--- config.mk ---
export PLATFORM = sky130hd
export DESIGN_NAME = chain_dma
export DESIGN_NICKNAME = d
export VERILOG_FILES = /design/src/rtl/dma_pkg.sv /design/src/rtl/dma_fetch_addr.sv /design/src/rtl/dma_reg_rmux.sv /design/src/rtl/chain_dma.sv
export SDC_FILE = /design/constraint.sdc
export NUM_CORES = 1
export LEC_CHECK = 0
export CORE_MARGIN = 2
export CORE_UTILIZATION = 55
export CTS_BUF_LIST = sky130_fd_sc_hd__clkbuf_4
export CTS_CLUSTER_DIAMETER = 120
export CTS_CLUSTER_SIZE = 8
export DETAILED_ROUTE_END_ITERATION = 8
export DONT_BUFFER_PORTS = 1
export PLACE_DENSITY = 0.7
export SETUP_SLACK_MARGIN = 0.4
export SLEW_MARGIN = 0
export SYNTH_ARGS = -nofsm -noshare
export SYNTH_HDL_FRONTEND = slang
export SYNTH_SLANG_ARGS = --single-unit
--- constraint.sdc ---
create_clock -name clk -period 5.4 [get_ports clk]
set_clock_uncertainty 0.2 [all_clocks]
set_input_delay 0.81 -clock clk [delete_from_list [all_inputs] [get_ports clk]]
set_output_delay 0.81 -clock clk [all_outputs]
set_load 0.05 [all_outputs]
--- src/rtl/dma_pkg.sv ---
package dma_pkg;
    localparam int DESC_ALIGN_BITS = 5;
    localparam int FIELD_STRIDE    = 8;
    localparam int NUM_FIELDS      = 4;
    localparam int IDX_W           = $clog2(NUM_FIELDS);

    localparam logic [2:0] REG_CTRL = 3'd0;
    localparam logic [2:0] REG_STAT = 3'd1;
    localparam logic [2:0] REG_CUR  = 3'd2;
    localparam logic [2:0] REG_NEXT = 3'd3;
    localparam logic [2:0] REG_SRC  = 3'd4;
    localparam logic [2:0] REG_DST  = 3'd5;
    localparam logic [2:0] REG_CNT  = 3'd6;

    typedef enum logic [2:0] {
        ST_IDLE,
        ST_DISP,
        ST_FETCH,
        ST_RD,
        ST_WR
    } eng_state_t;

    function automatic logic low_bits_clear(input logic [DESC_ALIGN_BITS-1:0] low);
        return low == '0;
    endfunction
endpackage

--- src/rtl/dma_fetch_addr.sv ---
module dma_fetch_addr
    import dma_pkg::*;
#(
    parameter int AW = 32
) (
    input  logic [AW-1:0]    cur,
    input  logic [IDX_W-1:0] idx,
    output logic [AW-1:0]    addr,
    output logic             aligned
);
    always_comb begin
        addr    = cur + AW'(idx) * AW'(FIELD_STRIDE);
        aligned = low_bits_clear(cur[DESC_ALIGN_BITS-1:0]);
    end
endmodule

--- src/rtl/dma_reg_rmux.sv ---
module dma_reg_rmux
    import dma_pkg::*;
#(
    parameter int AW = 32,
    parameter int CW = 16
) (
    input  logic [2:0]    sel,
    input  logic          start,
    input  logic          busy,
    input  logic          err,
    input  logic [AW-1:0] cur,
    input  logic [AW-1:0] nxt,
    input  logic [AW-1:0] src,
    input  logic [AW-1:0] dst,
    input  logic [CW-1:0] cnt,
    output logic [AW-1:0] rdata
);
    always_comb begin
        rdata = '0;
        case (sel)
            REG_CTRL: rdata[0] = start;
            REG_STAT: begin
                rdata[0] = busy;
                rdata[1] = err;
            end
            REG_CUR:  rdata = cur;
            REG_NEXT: rdata = nxt;
            REG_SRC:  rdata = src;
            REG_DST:  rdata = dst;
            REG_CNT:  rdata = AW'(cnt);
            default:  rdata = '0;
        endcase
    end
endmodule

--- src/rtl/chain_dma.sv ---
module chain_dma
    import dma_pkg::*;
#(
    parameter int AW = 32,
    parameter int CW = 16
) (
    input  logic          clk,
    input  logic          rst,
    input  logic          reg_wr,
    input  logic [2:0]    reg_addr,
    input  logic [AW-1:0] reg_wdata,
    output logic [AW-1:0] reg_rdata,
    output logic          rd_req,
    output logic [AW-1:0] rd_addr,
    input  logic          rd_ack,
    input  logic [AW-1:0] rd_data,
    input  logic          rd_err,
    output logic          wr_req,
    output logic [AW-1:0] wr_addr,
    output logic [7:0]    wr_data,
    input  logic          wr_ack,
    input  logic          wr_err
);
    localparam logic [IDX_W-1:0] LAST_IDX = IDX_W'(NUM_FIELDS - 1);

    eng_state_t       state_q;
    logic             start_q, err_q, loaded_q;
    logic [AW-1:0]    cur_q, next_q, src_q, dst_q;
    logic [CW-1:0]    cnt_q;
    logic [IDX_W-1:0] idx_q;
    logic [7:0]       byte_q;

    logic [AW-1:0] fetch_addr;
    logic          cur_aligned;
    logic          busy;
    logic          halted;
    logic          sw_wr_cur, sw_wr_next, sw_wr_src, sw_wr_dst, sw_wr_cnt;

    dma_fetch_addr #(.AW(AW)) u_faddr (
        .cur     (cur_q),
        .idx     (idx_q),
        .addr    (fetch_addr),
        .aligned (cur_aligned)
    );

    assign busy   = (state_q != ST_IDLE);
    assign halted = !busy;

    dma_reg_rmux #(.AW(AW), .CW(CW)) u_rmux (
        .sel   (reg_addr),
        .start (start_q),
        .busy  (busy),
        .err   (err_q),
        .cur   (cur_q),
        .nxt   (next_q),
        .src   (src_q),
        .dst   (dst_q),
        .cnt   (cnt_q),
        .rdata (reg_rdata)
    );

    assign sw_wr_cur  = reg_wr && halted && reg_addr == REG_CUR;
    assign sw_wr_next = reg_wr && halted && reg_addr == REG_NEXT;
    assign sw_wr_src  = reg_wr && halted && reg_addr == REG_SRC;
    assign sw_wr_dst  = reg_wr && halted && reg_addr == REG_DST;
    assign sw_wr_cnt  = reg_wr && halted && reg_addr == REG_CNT;

    always_comb begin
        rd_req  = (state_q == ST_FETCH) || (state_q == ST_RD);
        rd_addr = (state_q == ST_FETCH) ? fetch_addr : src_q;
        wr_req  = (state_q == ST_WR);
        wr_addr = dst_q;
        wr_data = byte_q;
    end

    always_ff @(posedge clk) begin
        if (rst) begin
            state_q  <= ST_IDLE;
            start_q  <= 1'b0;
            err_q    <= 1'b0;
            loaded_q <= 1'b0;
            cur_q    <= '0;
            next_q   <= '0;
            src_q    <= '0;
            dst_q    <= '0;
            cnt_q    <= '0;
            idx_q    <= '0;
            byte_q   <= '0;
        end else begin
            // software side first; engine updates below take priority
            if (reg_wr && reg_addr == REG_CTRL) start_q <= reg_wdata[0];
            if (reg_wr && reg_addr == REG_STAT && reg_wdata[1]) err_q <= 1'b0;
            if (sw_wr_cur) begin
                cur_q    <= reg_wdata;
                loaded_q <= 1'b0;
            end
            if (sw_wr_next) next_q <= reg_wdata;
            if (sw_wr_src)  src_q  <= reg_wdata;
            if (sw_wr_dst)  dst_q  <= reg_wdata;
            if (sw_wr_cnt)  cnt_q  <= reg_wdata[CW-1:0];

            unique case (state_q)
                ST_IDLE: begin
                    if (start_q && !err_q) state_q <= ST_DISP;
                end
                ST_DISP: begin
                    if (!start_q) begin
                        state_q <= ST_IDLE;
                    end else if (loaded_q && cnt_q == '0) begin
                        loaded_q <= 1'b0;
                        if (next_q[0]) begin
                            start_q <= 1'b0;
                            state_q <= ST_IDLE;
                        end else begin
                            cur_q <= {next_q[AW-1:1], 1'b0};
                        end
                    end else if (loaded_q) begin
                        state_q <= ST_RD;
                    end else if (!cur_aligned) begin
                        err_q   <= 1'b1;
                        start_q <= 1'b0;
                        state_q <= ST_IDLE;
                    end else begin
                        idx_q   <= '0;
                        state_q <= ST_FETCH;
                    end
                end
                ST_FETCH: begin
                    if (rd_ack) begin
                        if (rd_err) begin
                            err_q   <= 1'b1;
                            start_q <= 1'b0;
                            state_q <= ST_IDLE;
                        end else begin
                            case (idx_q)
                                2'd0:    src_q  <= rd_data;
                                2'd1:    dst_q  <= rd_data;
                                2'd2:    next_q <= rd_data;
                                default: cnt_q  <= rd_data[CW-1:0];
                            endcase
                            idx_q <= idx_q + 1'b1;
                            if (idx_q == LAST_IDX) begin
                                loaded_q <= 1'b1;
                                state_q  <= ST_DISP;
                            end
                        end
                    end
                end
                ST_RD: begin
                    if (rd_ack) begin
                        if (rd_err) begin
                            err_q   <= 1'b1;
                            start_q <= 1'b0;
                            state_q <= ST_IDLE;
                        end else begin
                            byte_q  <= rd_data[7:0];
                            state_q <= ST_WR;
                        end
                    end
                end
                ST_WR: begin
                    if (wr_ack) begin
                        if (wr_err) begin
                            err_q   <= 1'b1;
                            start_q <= 1'b0;
                            state_q <= ST_IDLE;
                        end else begin
                            src_q   <= src_q + 1'b1;
                            dst_q   <= dst_q + 1'b1;
                            cnt_q   <= cnt_q - 1'b1;
                            state_q <= ST_DISP;
                        end
                    end
                end
                default: state_q <= ST_IDLE;
            endcase
        end
    end
endmodule

==> flow_summary_export.csv <==
group,metric,value,unit
final_layout,multi_input_area,0.00804,mm2
hold_path,min_from,"rst",
sta,maxSlewViolCount,0,
detailed_routing,routedWlPerCell,27.4,um
critical_path,r2r_slack,1720,ps
detailed_routing,via_per_inst,7.46,
floorplanning,start_util,56.3,%
detailed_routing,first_pass_iters,6,
placement,port_buffers,0,
logic_synthesis,synth_top_area_share,26.9,%
critical_path,cp_max_fo,9,
logic_synthesis,ys_dominant_reg_cell,"dfxtp_1",
cts,cts_max_path_buffers,2,
sta,clock.fmax,0.205,GHz
detailed_routing,first_iter_violations,1902,
grt,grt_max_degree,158,
power,peakVddDrop,153,uV
logic_synthesis,netlist_instances,1558,
placement,post-dp-hpwl,32400,um
sta,setup_viol,0,
cts,cts_tree,"built",
hold_path,min_path_type,"input port to flip-flop",
detailed_routing,routed_wl,47900,um
logic_synthesis,synth_edf_count,0,
final_layout,fin_util,58.1,%
power,total_power,2.54,mW
logic_synthesis,synth_top_cell_by_area,"dfxtp_1",
detailed_routing,num_vias,13047,
hold_path,hold_depth,1,
logic_synthesis,syn_area_per_cell,7.65,um2
sta,hold_violations,0,
floorplanning,row_count,53,
sta,period_share,90.3,%
final_layout,layout-drive-gt1-share,9.65,%
final_layout,final_nets,1544,
logic_synthesis,synth-warning-count,0,
critical_path,crit_path_end_kind,"primary output",
placement,gp_congestion,0.978,
floorplanning,io_pins,180,
sta,tns,0,ps
cts,ctsHoldBuffers,0,
detailed_routing,ant_nets,0,
cts,clkSinkCount,160,
run,drv_cap,0,
final_layout,seqCellArea,0.00320,mm2
grt,grt_first_pass_wirelength,70900,um
grt,grt_pass1_vias,11974,
final_layout,n_fill_cell,1968,
grt,grt.total_usage,40.8,%
critical_path,r2r-end,"src_q[22]",
sta,rsz0062_at_grt,"no",
status,status,"finished, final reports clean",
floorplanning,coreArea,0.0212,mm2
grt,grt-ovfl-total,0,
logic_synthesis,yosys-top-cells-count,"nand2_1, dfxtp_1, nor2_1",
critical_path,startpoint_type,"flip-flop",
critical_path,criticalPathCategory,"flip-flop to primary output",
sta,post-route-min-period,4880,ps
logic_synthesis,synth_seq_cells,160,
logic_synthesis,yosysMostFrequentCell,"nand2_1",
floorplanning,fp.dieH,151,um
cts,clk_pin_slew_worst_paths,160,ps
logic_synthesis,netlist_area,0.0119,mm2
critical_path,arrival,3870,ps
hold_path,min_to,"next_q[31]",
critical_path,r2r-start,"state_q[0]",
floorplanning,die_w,151,um
cts,cts-buffers-inserted,17,
critical_path,rr_worst_depth,6,
cts,cts_root_buffer,"clkbuf_4",
detailed_routing,drc,0,
cts,htree_levels,4,
logic_synthesis,seq_area_frac_synth,26.9,%
power,power_density,206,mW/mm2
grt,antenna_found_initial,1,
power,p_leak,4.37,nW
floorplanning,die_area,0.0229,mm2
sta,slew_headroom,23.6,%
logic_synthesis,syn-num-nets,1643,
logic_synthesis,async_flop_share,0,%
logic_synthesis,synth.area.top_cells,"dfxtp_1, mux2i_1, nand2_1, nor2_1, nand3_1",
final_layout,areaGrowthSynthToFinish,3.23,%
logic_synthesis,yosysUniqueCellTypes,82,
cts,clock_latency,620,ps
sta,tightest_slew,1150,ps
critical_path,cp.required,4390,ps
cells in the final DEF, fill, tap and decap left out, types with 42 or more instances in the layout:
cell	count
xnor2_1	52
nand2_1	175
o21ai_0	43
nand3_1	94
a21oi_1	68
mux2_2	42
nor2_1	147
mux2i_1	77
dfxtp_1	160
state kept, by name (all words and copies together) (netlist names):
signal	flops
start_q	1
state_q	3
err_q	1
idx_q	2
next_q	32
src_q	32
loaded_q	1
cnt_q	16
wr_addr	32
cur_q	32
wr_data	8
layout make-up:
cell class | instances | area share, %
diodes | 1 | 0.0203
flip-flops and latches | 160 | 26.0
repair buffers | 35 | 2.14
clock buffers | 18 | 1.10
inverters | 22 | 0.671
multi-input cells | 1223 | 65.4
well taps | 275 | 2.80
clock inverters | 14 | 1.85
power breakdown:
part	total (mW)	switching (mW)	internal, mW
Clock	0.944	0.516	0.428
Sequential	1.28	0.0730	1.21
Combinational	0.315	0.197	0.118
logic make-up after synthesis:
kind of cell | after synthesis | synth area share [%]
buf+inv | 175 | 6.03
fa+ha+maj | 11 | 1.22
mux | 120 | 10.6
compound gates | 425 | 25.8
flops | 160 | 26.9
xor+xnor | 68 | 5.00
simple gates | 599 | 24.5
what timing repair did:
item | in CTS | in global routing
setup endpoints to repair | 0 | 1
resized for setup | 0 | 1
setup buffers | 0 | 0
worst max path at each step:
stage,startpoint,to,slack [ps],depth (start not counted)
after floorplan,idx_q[0],rd_addr[23],1450,8
after global placement,idx_q[0],rd_addr[23],1170,8
after detailed placement,idx_q[0],rd_addr[23],1120,8
after CTS,idx_q[0],rd_addr[23],430,8
after global routing,idx_q[0],rd_addr[17],400,8
final,idx_q[0],rd_addr[13],520,8
per-stage QoR:
stage          cells  area (um2)  hold WS [ps]  setup slack (ps)
2_1_floorplan   1558       11900           271              1450
4_1_cts         1747       12300          54.7               434
6_report        1748       12300          55.5               525
3_3_place_gp    1715       11900           283              1170
3_5_place_dp    1715       11900           288              1120
5_1_grt         1748       12300          33.7               399
critical path, stage by stage (launching register included):
cell     delay, ps
dfxtp_1        470
ha_1           230
inv_1           60
fa_1           390
and3b_1        280
nand4_1        610
nor2_1         350
xnor2_1        100
o21ai_1        760
per-layer routing:
layer  global-route usage [%]  share of wire, %
met3                     10.1                13
met1                     51.0                37
met4                     22.6               5.3
met2                     64.3                45
met5                        0                 0
No activity file was read; power rests on OpenSTA's default activity.
